`config.mk`:
```
export PLATFORM = sky130hd
export DESIGN_NAME = cmpdn_timer
export DESIGN_NICKNAME = d
export VERILOG_FILES = /design/src/rtl/cmpdn_timer.sv
export SDC_FILE = /design/constraint.sdc
export NUM_CORES = 1
export LEC_CHECK = 0
export CORE_ASPECT_RATIO = 0.5
export CORE_UTILIZATION = 31
export CTS_CLUSTER_DIAMETER = 30
export DETAILED_ROUTE_END_ITERATION = 10
export DONT_BUFFER_PORTS = 1
export PLACE_DENSITY = 0.55
export SETUP_SLACK_MARGIN = 0.02
export SYNTH_ARGS = -nofsm -noshare
export SYNTH_HDL_FRONTEND = slang
export SYNTH_SLANG_ARGS = --single-unit
```
`constraint.sdc`:
```
create_clock -name clk -period 2.9 [get_ports clk]
set_clock_uncertainty 0.1 [all_clocks]
set_input_delay 0.58 -clock clk [delete_from_list [all_inputs] [get_ports clk]]
set_output_delay 0.58 -clock clk [all_outputs]
set_load 0.1 [all_outputs]
```
`src/rtl/cmpdn_timer.sv`:
```
module cmpdn_timer #(
  parameter int PSC_W = 12
) (
  input  logic        clk,
  input  logic        rst_n,
  input  logic        wr_en,
  input  logic        rd_en,
  input  logic [2:0]  addr,
  input  logic [31:0] wdata,
  output logic [31:0] rdata,
  input  logic        tick_periph,
  input  logic        tick_fast,
  input  logic        tick_slow,
  output logic        irq
);
  localparam int CTRL_W = 26;
  localparam int PSC_LO = 4;
  localparam int PSC_HI = PSC_LO + PSC_W - 1;
  localparam logic [CTRL_W-1:0] KEEP_MASK = 26'h03C_0003;
  localparam logic [31:0] ALL_ONES = '1;

  logic [CTRL_W-1:0] ctrl_q;
  logic              flag_q;
  logic [31:0]       load_q, cmp_q, cnt_q;
  logic [PSC_W-1:0]  pre_q;

  logic en_q, smode_q, cie_q, rld_q, ovw_q;
  logic [PSC_W-1:0] psc_q;
  logic [1:0] sel_q;

  assign en_q    = ctrl_q[0];
  assign smode_q = ctrl_q[1];
  assign cie_q   = ctrl_q[2];
  assign rld_q   = ctrl_q[3];
  assign psc_q   = ctrl_q[PSC_HI:PSC_LO];
  assign ovw_q   = ctrl_q[17];
  assign sel_q   = ctrl_q[25:24];

  logic tick, step, match;
  logic wr_ctrl, wr_stat, wr_load, wr_cmp, soft_rst, start;

  always_comb begin
    case (sel_q)
      2'b01:   tick = tick_periph;
      2'b10:   tick = tick_fast;
      2'b11:   tick = tick_slow;
      default: tick = 1'b0;
    endcase
  end

  assign step     = en_q && tick && (pre_q >= psc_q);
  assign match    = en_q && cie_q && (cnt_q == cmp_q);
  assign wr_ctrl  = wr_en && (addr == 3'd0);
  assign wr_stat  = wr_en && (addr == 3'd1);
  assign wr_load  = wr_en && (addr == 3'd2);
  assign wr_cmp   = wr_en && (addr == 3'd3);
  assign soft_rst = wr_ctrl && wdata[16];
  assign start    = wr_ctrl && !wdata[16] && !en_q && wdata[0] && wdata[1];
  assign irq      = flag_q && cie_q && en_q;

  always_ff @(posedge clk) begin
    if (!rst_n)
      pre_q <= '0;
    else if (!en_q || soft_rst || step)
      pre_q <= '0;
    else if (tick)
      pre_q <= pre_q + 1'b1;
  end

  always_ff @(posedge clk) begin
    if (!rst_n) begin
      ctrl_q <= '0;
      load_q <= ALL_ONES;
      cmp_q  <= '0;
    end else if (soft_rst) begin
      ctrl_q <= wdata[CTRL_W-1:0] & KEEP_MASK;
      load_q <= ALL_ONES;
      cmp_q  <= '0;
    end else begin
      if (wr_ctrl) ctrl_q <= {wdata[25:17], 1'b0, wdata[15:0]};
      if (wr_load) load_q <= wdata;
      if (wr_cmp)  cmp_q  <= wdata;
    end
  end

  always_ff @(posedge clk) begin
    if (!rst_n || soft_rst)
      flag_q <= 1'b0;
    else if (match)
      flag_q <= 1'b1;
    else if (wr_stat && wdata[0])
      flag_q <= 1'b0;
  end

  always_ff @(posedge clk) begin
    if (!rst_n || soft_rst)
      cnt_q <= ALL_ONES;
    else if (start)
      cnt_q <= wdata[3] ? load_q : ALL_ONES;
    else if (wr_load && ovw_q)
      cnt_q <= wdata;
    else if (step)
      cnt_q <= (cnt_q == '0) ? (rld_q ? load_q : ALL_ONES) : cnt_q - 1'b1;
  end

  always_comb begin
    rdata = '0;
    if (rd_en) begin
      case (addr)
        3'd0:    rdata = {6'b0, ctrl_q};
        3'd1:    rdata = {31'b0, flag_q};
        3'd2:    rdata = load_q;
        3'd3:    rdata = cmp_q;
        3'd4:    rdata = cnt_q;
        default: rdata = '0;
      endcase
    end
  end
endmodule


```
; ---- Word-level counts from Yosys, hierarchy flattened
; Index checks and enable logic that the tools add are counted.
[op_classes]
muxes = 13
addsub = 2
n_reduce_logical = 30
magnitude_cmp = 1
n_eq_ne = 8
bitwise = 1
[op_table]
columns = op, count
row1 = $mux W32, 7
row2 = $pmux W32 S5, 1
row3 = $mux W22, 2
row4 = $eq A32 B32 Y1, 1
row5 = $logic_not A32 Y1, 1
row6 = $sub A32 B1 Y32 const B, 1
row7 = $logic_and A1 B1 Y1, 17
row8 = $add A12 B1 Y12 const B, 1
row9 = $ge A12 B12 Y1, 1
row10 = $eq A3 B2 Y1 const B, 2
row11 = $eq A2 B2 Y1 const B, 2
row12 = $reduce_bool A2 Y1, 2
row13 = $reduce_or A2 Y1, 2
row14 = $eq A3 B1 Y1 const B, 1
row15 = $eq A3 B3 Y1 const B, 1
row16 = $logic_not A1 Y1, 3
row17 = $logic_not A3 Y1, 1
row18 = $logic_or A1 B1 Y1, 3
row19 = $pmux W1 S3, 1
row20 = $reduce_bool A3 Y1, 1
row21 = $eq A2 B1 Y1 const B, 1
row22 = $mux W1, 2
row23 = $not A1 Y1, 1
[totals]
inputBits = 42
elab_cells = 62
reg_bits = 134

; ---- Depth between registers and ports, before layout
; Gate-level depths: netlist (run 1).
[depth]
depth_word = 7
ltp_mapped = 10

; ---- Least setup slack after synthesis (run 1)
; No wires, ideal clock.
[synth_path]
path_kind = input to output
start = input port addr[2]
end = output port rdata[10]
cell_stages = 7
required_ps = 2220
slack_ps = -1046
arrival_time_ps = 3266
path_cell_list = clkbuf_1 > nand2b_1 > clkbuf_1 > nor2_1 > clkbuf_1 > a22oi_1 > a21oi_1
[synth_via]
elab_chain_cells = 3
elab_cells_between_ends = 7
[synth_lines]
columns = item, line
row1 = start: declaration, 8  ; input logic [2:0] addr,
row2 = "$eq A3 B3 Y1, or another cell as far along", 109  ; case (addr)
row3 = $pmux W32 S5 *, 109
row4 = $mux W32 *, 108  ; if (rd_en) begin
row5 = end: declaration, 10  ; output logic [31:0] rdata,
; Every way passes the cells marked *; elsewhere a longest branch is shown, timed or not.

; ---- Worst setup path after layout (run 1)
[layout_path]
start = register cnt_q[4]
end = register cnt_q[29]
[layout_via]
elab_chain_cells = 5
elab_cells_between_ends = 6
[layout_lines]
columns = item, line
row1 = start: declaration, 24  ; logic [31:0] load_q, cmp_q, cnt_q;
row2 = start signal: assignment, 99  ; cnt_q <= wdata[3] ? load_q : ALL_ONES;
row3 = start signal: assignment, 101  ; cnt_q <= wdata;
row4 = start signal: assignment, 103  ; cnt_q <= (cnt_q == '0) ? (rld_q ? load_q : ALL_ONES) : cnt_q - 1'b1;
row5 = $sub A32 B1 Y32 or $logic_not A32 Y1 (tied branches), 103
row6 = $mux W32 *, 103
row7 = $mux W32 *, 102  ; else if (step)
row8 = $mux W32 *, 100  ; else if (wr_load && ovw_q)
row9 = $mux W32 *, 98  ; else if (start)
; Every way passes the cells marked *; elsewhere a longest branch is shown, timed or not. The select of a mux whose other input is x is not followed.
; A chain may end at the register's enable or synchronous reset.

==> results of run 1 <==
==> flip-flops by register name, indices dropped and copies added, names as in the netlist <==
signal and count:
cmp_q 32, cnt_q 32, ctrl_q 25, flag_q 1, load_q 32, pre_q 12
==> critical path, cell delays in order (launching register included) <==
cell and delay [ns]:
dfxtp_1 0.40, nor3_1 0.47, buf_4 0.23, nand2_1 0.40, nor4_1 0.41, xor2_1 0.11
a2111oi_0 0.47, o31ai_1 0.10
==> placed cells by master (no fill, tap or decap), types with 9 or more instances in the layout <==
cell / count
nand2_1: 206
dfxtp_1: 134
a21oi_1: 99
buf_4: 79
nor2_1: 70
a22oi_1: 58
xor2_1: 47
buf_12: 39
nand3_1: 35
o21ai_0: 33
inv_1: 32
nor4_1: 27
a21oi_4: 25
xnor2_1: 18
a31oi_1: 17
nor3_1: 17
clkbuf_16: 17
ha_1: 15
nand4_1: 14
o22ai_1: 12
or3_1: 12
a311oi_1: 11
mux2i_1: 10
o211ai_1: 10
nor2_4: 9
==> synthesized netlist by cell type, types with 7 or more instances <==
| library cell | n |
|---|---|
| nand3_1 | 35 |
| o22ai_1 | 12 |
| o21ai_0 | 34 |
| a311oi_1 | 11 |
| dfxtp_1 | 134 |
| nor3_1 | 18 |
| nand4_1 | 14 |
| a21oi_1 | 124 |
| xnor2_1 | 18 |
| a31oi_1 | 18 |
| o211ai_1 | 10 |
| a221oi_1 | 7 |
| or3_1 | 12 |
| o31ai_1 | 7 |
| inv_1 | 32 |
| nand2_1 | 208 |
| clkbuf_1 | 93 |
| nor2_1 | 80 |
| a22oi_1 | 58 |
| xor2_1 | 47 |
| mux2i_1 | 10 |
| nor4_1 | 28 |
| ha_1 | 15 |
| and3_1 | 7 |
==> cell families (layout without fill, tap and decap cells) <==
logic type / Yosys count / after routing / synth area share (%)
adder cells (fa/ha/maj): 15 / 15 / 2.312
multiplexers: 12 / 12 / 1.510
AND/OR/NAND/NOR: 438 / 438 / 24.70
buffers and inverters: 136 / 181 / 6.673
AO/OA/AOI/OAI: 316 / 316 / 24.75
XOR/XNOR: 65 / 65 / 7.012
flip-flops: 134 / 134 / 33.04
==> power groups by stage <==
stage / clock, uW / sequential, uW / combinational, uW
floorplan: 0 / 1940 / 389
global placement: 0 / 1950 / 558
detailed placement: 0 / 1950 / 561
CTS: 2400 / 1910 / 564
global route: 2500 / 1920 / 597
finish: 2370 / 1910 / 569
==> final timing paths <==
| path | startpoint | to | slack [ns] | cells after the start |
|---|---|---|---|---|
| max | cnt_q[4] | cnt_q[29] | 0.08 | 7 |
| min | wdata[9] | load_q[9] | 0.16 | 2 |
| max reg2reg | cnt_q[4] | cnt_q[29] | 0.08 | 7 |
| min reg2reg | ctrl_q[23] | ctrl_q[23] | 0.36 | 2 |
==> metal layers <==
layer / share of wire (%) / track usage, %
met5: 0 / 0
met4: 2.3 / 8.742
met3: 8.2 / 5.786
met2: 44 / 39.94
met1: 45 / 35.74
==> layout make-up <==
class,instances,area [um^2],area share [%]
multi-input cells,846,5335,50.49
flip-flops and latches,134,2683,25.39
repair buffers,118,1374,13.00
clock buffers,23,478.0,4.523
well taps,344,430.4,4.073
clock inverters,8,146.4,1.385
inverters,32,120.1,1.137
==> per-stage QoR <==
stage | hold slack [ns] | TNS (ns) | std cells
3_5_place_dp | 0.3502 | -0.1428 | 1474
4_1_cts | 0.1427 | 0 | 1505
6_report | 0.1595 | 0 | 1505
2_1_floorplan | 0.3368 | 0 | 1116
5_1_grt | 0.1433 | 0 | 1505
3_3_place_gp | 0.3445 | -0.04837 | 1474
==> repair_timing <==
action / CTS / global route
setup endpoints to repair: 25 / 6
resized for setup: 2 / 3
pin swaps: 0 / 1
buffers inserted: 0 / 0
==> results by stage, run 1 <==
Setup path:
- The kind of critical path is register to register.
- The endpoint class of the critical path is a register.
- The critical path required time is around 3.1 ns.
- The worst setup path is launched from a register.
- For the worst setup path, the data arrival time is about 3.0 ns.
- The peak fanout along the critical path is 12.

Clock tree:
- The H-tree was split into 4 levels.
- The TritonCTS clock tree is built.
- The insertion delay to the later sink of the worst-skew pair is ~0.44 ns.
- After clock tree synthesis, the flow added hold-fix buffers numbering 0.
- The cell at the root of the clock tree is clkbuf_16.
- Counting the buffers created by CTS gives 17.
- The clock passes through at most 2 buffers.
- After clock tree synthesis, the clock-pin slew on the worst setup and hold paths is 0.06 ns.
- Clock tree synthesis found a total of about 130 sinks.

Yosys:
- Dividing the synthesized area by the synthesized cell count gives ~7.3 um^2.
- Among all flip-flop cells after synthesis, the most frequent one is dfxtp_1.
- After synthesis the netlist holds a flip-flop and latch count of 134.
- The synthesized cell area is just over 8000 um^2.
- During synthesis, Yosys emitted a total of 0 warnings.
- The post-synthesis net count is 1173.
- The number of enable-type register cells in the synthesized netlist is 0.
- The synthesized design devotes to its leading area cell type 33.04% of total area.
- The post-synthesis cell type with the largest combined area is dfxtp_1.
- The cell count after synthesis is about 1100.
- The register area share after synthesis is approximately 33%.
- The number of distinct standard cells referenced by the synthesized netlist is 60.
- After synthesis, the share of flip-flops with an asynchronous set or reset is 0%.
- By area the synthesized netlist is led by dfxtp_1 (33%), nand2_1 (9.6%), a21oi_1 (7.6%).

Hold path:
- The tightest min-delay check is of the primary input to register type.

Final layout:
- The cell area after layout is 10570 um^2.
- The area added between synthesis and finish is 30.14%.
- The post-route core utilization is between 40% and 50%.
- The number of inserted diodes is 0.
- The count of nets after finishing is roughly 1200.
- The fraction of layout cells with a size suffix above 1 is 17.40%.
- The number of filler instances in the final layout is around 2600.

Place:
- The number of buffers inserted by port buffering is 0.
- The final weighted congestion of routability-driven global placement is between 0.9 and 1.
- The placed instances occupy a cell area of ~9900 um^2.
- Summed over all nets, the half-perimeter wirelength after detailed placement is ~25000 um.
- Before CTS, the worst setup slack after placement is -0.04651 ns.

Power:
- The internal portion of the total power is between 3000 and 4000 uW.
- In this run the power spent charging and discharging nets is 1282 uW.
- The part of the power in registers is approximately two fifths.
- The share of power burned in the clock network is around half.
- Net switching is between 20% and 30% of the power.
- The design draws between 4000 and 5000 uW.
- Summed over all cells, the static leakage comes to between 0.003 and 0.004 uW.
- Power spread over the standard cell area amounts to roughly 460 nW/um^2.
- The peak supply drop is slightly below 0.5 mV.
- The combinational share of power is about an eighth.

Detailed routing:
- After detailed routing, the average wire length per cell comes to 22.85 um.
- For this block, the routed nets add up to 34380 um of wire.
- After detailed routing, the number of remaining DRC violations is 0.
- Before antenna repair, the detailed router went through 5 iterations.
- The detail route stage leaves a number of antenna-violating nets equal to 0.
- The violation count after the first detailed-route iteration is 925.
- Dividing the detail-routed via count by the number of cells gives 5.836.
- The total number of vias is ~8800.

Timing:
- The worst relative slew slack is 53.45%.
- The slew of the pin with the lowest slew margin is 0.6966 ns.
- The shortest period the worst path allows is 2.822 ns.
- Setup repair after global routing could not meet its margin everywhere.
- The share of the clock period used by the worst path after layout is 97.31%.
- The setup slack of the critical path after layout is just under 0.08 ns.
- Setup violations remaining at the end of the flow were counted as 0.
- The max-slew violation count is 0.
- Timing would allow up to about 350 MHz.
- The hold violation count in the final report is 0.

Floorplan:
- During I/O placement, the number of pins put on the boundary was 75.
- The height of the chip is approximately 120 um.
- The placeable core region is 25440 um^2.
- The die covers roughly 27000 um^2.
- The number of standard-cell rows in the floorplan is 41.
- The initial cell density of the core is 31.91%.
- The width of the die is around 230 um.

Global route:
- The via count of the first global-routing pass came to just over 8000.
- The first global-routing pass estimated ~52000 um of wire.
- The initial antenna violation count is 1.
- The pin count of the biggest net entering global routing is 66.
- After global routing the overflow that remains totals 0.
- The global routing usage summed across all routing layers is about 26%.

Run status:
- The flow ran to the end, and the final reports show no timing, DRC or antenna violations.

Job:
- Max-cap violations in this run came to 0.
Note: power is estimated with default switching activity, not from simulation.
==> run 2, diff against run 1 <==
- CORE_ASPECT_RATIO: 0.5 -> 0.7
- MAX_ROUTING_LAYER: default -> met4
==> run 2 against run 1 <==
  * Via count fell by 1.2%
  * Clock-buffer cell count is 5 lower
  * Largest power group unchanged
  * Combinational power rose by 1%
  * Worst setup slack improved by 0.038 ns
  * Sequential power is essentially flat
  * Fmax rose by 1.4%
  * Register-to-register slack improved by 0.04 ns
  * Hold slack worse by 0.011 ns
==> results by stage, run 2 (synthesized netlist as in run 1, its figures left out) <==
Final layout:
- At the end of the flow, the number of nets in the layout was approximately 1200.
- The post-route core utilization is 41.16%.
- The largest registers in the layout are cmp_q (32), cnt_q (32), load_q (32).
- The leading cell type in the layout, fill and taps excluded is nand2_1.
- The top cell types in the final layout, fill and taps aside, are nand2_1 (206), dfxtp_1 (134), a21oi_1 (99).
- The fraction of layout cells with a size suffix above 1 is 17.74%.
- The area growth from synthesis to layout is 30.24%.
- Fill cells in the final layout number 2569.

Detailed routing:
- In the detailed route, the total length drawn on met3 is approximately 3600 um.
- The number of remaining DRC errors is 0.
- The average vias per placed instance is between 5 and 6.
- The residual antenna-violating net count after detailed routing is 0.
- The iteration count of the initial detailed-routing pass is 5.
- The length of routed met2 wiring is roughly 13000 um.
- The total routed wirelength is 34030 um.
- The detailed router put a total of around 17000 um of wire on met1.
- The routed layout has 8678 vias.
- The highest metal layer with signal wires is met4.
- The violation count after the first detailed-route iteration is between 900 and 1000.
- Dividing the detail-routed wire length by the instance count gives between 20 and 25 um.

Setup path:
- The worst register-to-register path has a depth of 9.
- The critical path required time is 3.17 ns.
- Of all nets on the critical path, the largest fanout is 6.
- The setup path with the least slack is of type register to register.
- The startpoint identified for the worst register-to-register timing path is cnt_q[1].
- In this run the register-to-register setup slack is approximately 0.12 ns.
- Data on the critical path arrives at its endpoint at between 3 and 4 ns.
- The worst setup path is launched from a register.
- The worst register-to-register path ends at cnt_q[12].
- The endpoint class of the critical path is a register.

Timing:
- Headroom to the max-slew limit came out at ~44%.
- Hold is met by around 0.15 ns.
- Setup total negative slack on the finished layout was measured at 0 ns.
- In the finished design, the share of the clock period the worst path needs comes to 96.00%.
- The slew of the pin with the lowest slew margin is a little over 0.8 ns.
- Setup repair after global routing could not meet its margin everywhere.
- The shortest period the worst path allows is about 2.8 ns.
- Setup slack closes at 0.1159 ns.
- The count of endpoints failing setup in the final report is 0.
- The hold violation count in the final report is 0.
- The max-slew violation count is 0.
- For this run, the top clock speed supported by timing is 359.2 MHz.

Hold path:
- In this run the most critical hold path is launched from wdata[23].
- Counting instances, the worst hold path has a depth of 2.
- For hold timing, the worst endpoint is load_q[23].
- The worst hold path belongs to the class primary input to register.

Place:
- The number of buffers inserted by port buffering is 0.
- The worst setup slack after placement is approximately 0.18 ns.
- The HPWL reported at the end of detailed placement is roughly 25000 um.
- Routability-driven placement finished with a final weighted congestion of around 1.

Clock tree:
- The cell at the root of the clock tree is clkbuf_16.
- CTS built an H-tree with a depth of 4.
- The TritonCTS clock tree is built.
- Post-CTS timing repair inserted 0 buffers for setup.
- The post-CTS clock slew at the launch and capture registers of the worst setup and hold paths is 0.07 ns.
- The clock sink count is ~130.
- The TritonCTS buffer count is 17.
- After clock tree synthesis, the flow added hold-fix buffers numbering 0.
- The insertion delay to the later sink of the worst-skew pair is around 0.45 ns.
- The maximum count of clock buffers along a single path is 2.

Job:
- The number of max-cap violations is 0.

Floorplan:
- The die area is 26850 um^2.
- The die is about 140 um tall.
- The number of standard-cell rows in the floorplan is around 50.
- The initial cell density of the core is between 30% and 40%.
- The top-level I/O count is 75.
- The die is approximately 200 um wide.
- The floorplan step defined a core boundary enclosing roughly 26000 um^2.

Global route:
- Entering global routing, the biggest net connects slightly above 40 pins.
- The wire length of the first global-routing pass is 51640 um.
- The via count of the first global-routing pass is between 8000 and 9000.
- The overflow left after global routing is 0.
- The initial antenna violation count is 2.
- The global routing usage summed across all routing layers is a little over a quarter.

Power:
- The peak supply drop is between 0.4 and 0.5 mV.
- The post-layout total power is slightly below 5000 uW.
- The standby leakage power is 0.003687 uW.
- The power density of the placed cells is 467.4 nW/um^2.

Run status:
- The flow ran to the end, and the final reports show no timing, DRC or antenna violations.
run 2: cell types whose count changed in the layout (fill, tap and decap cells not counted), moves of 2 or more:
cell,previous run,this run
inv_6,0,7
clkbuf_1,3,0
buf_4,79,77
clkbuf_8,3,1
clkinv_2,2,0
diode_2,0,2
nor4_2,0,2
run 2: final cells by class:
class	count	area, um^2	area share [%]
diodes	2	5.005	0.04733
clock buffers	18	439.2	4.153
clock inverters	14	209.0	1.976
inverters	32	120.1	1.136
multi-input cells	846	5325	50.36
flip-flops and latches	134	2683	25.37
well taps	331	414.1	3.917
repair buffers	117	1379	13.04
run 2: power breakdown:
group          internal [uW]  leakage [uW]  switching (uW)
Clock                   1490      0.000315             965
Combinational            193       0.00229             382
Sequential              1870       0.00109            38.3
run 2: worst max-delay path by stage:
stage / from / end
floorplan: addr[0] / rdata[23]
global placement: cnt_q[1] / cnt_q[12]
detailed placement: cnt_q[1] / cnt_q[27]
CTS: cnt_q[1] / cnt_q[27]
global route: cnt_q[1] / cnt_q[12]
finish: cnt_q[1] / cnt_q[12]
run 2: metal layers:
metal / global-route usage [%] / vias to the layer above
met1: 38.40 / 4175
li1: - / 4051
met5: - / -
met2: 35.52 / 415
met3: 7.809 / 37
met4: 6.737 / 0
run 2: stage by stage:
stage / std cells / cell area [um^2]
floorplan: 1116 / 8489
global placement: 1460 / 9902
finish: 1494 / 10570
global route: 1494 / 10570
CTS: 1492 / 10550
detailed placement: 1460 / 9902
run 2: what timing repair did:
action / 4_1_cts / 5_1_grt
resized for setup: 0 / 3
setup endpoints to repair: 0 / 5
endpoints found under the hold margin: 0 / 0
run 2: critical path: stages (launching register included):
cell and delay [ns]:
dfxtp_1 0.37, inv_1 0.10, ha_1 0.21, or4b_2 0.71, nor4_1 0.43, buf_4 0.20, xnor2_1 0.07, a211oi_1 0.24
a21oi_1 0.10, a22oi_1 0.18
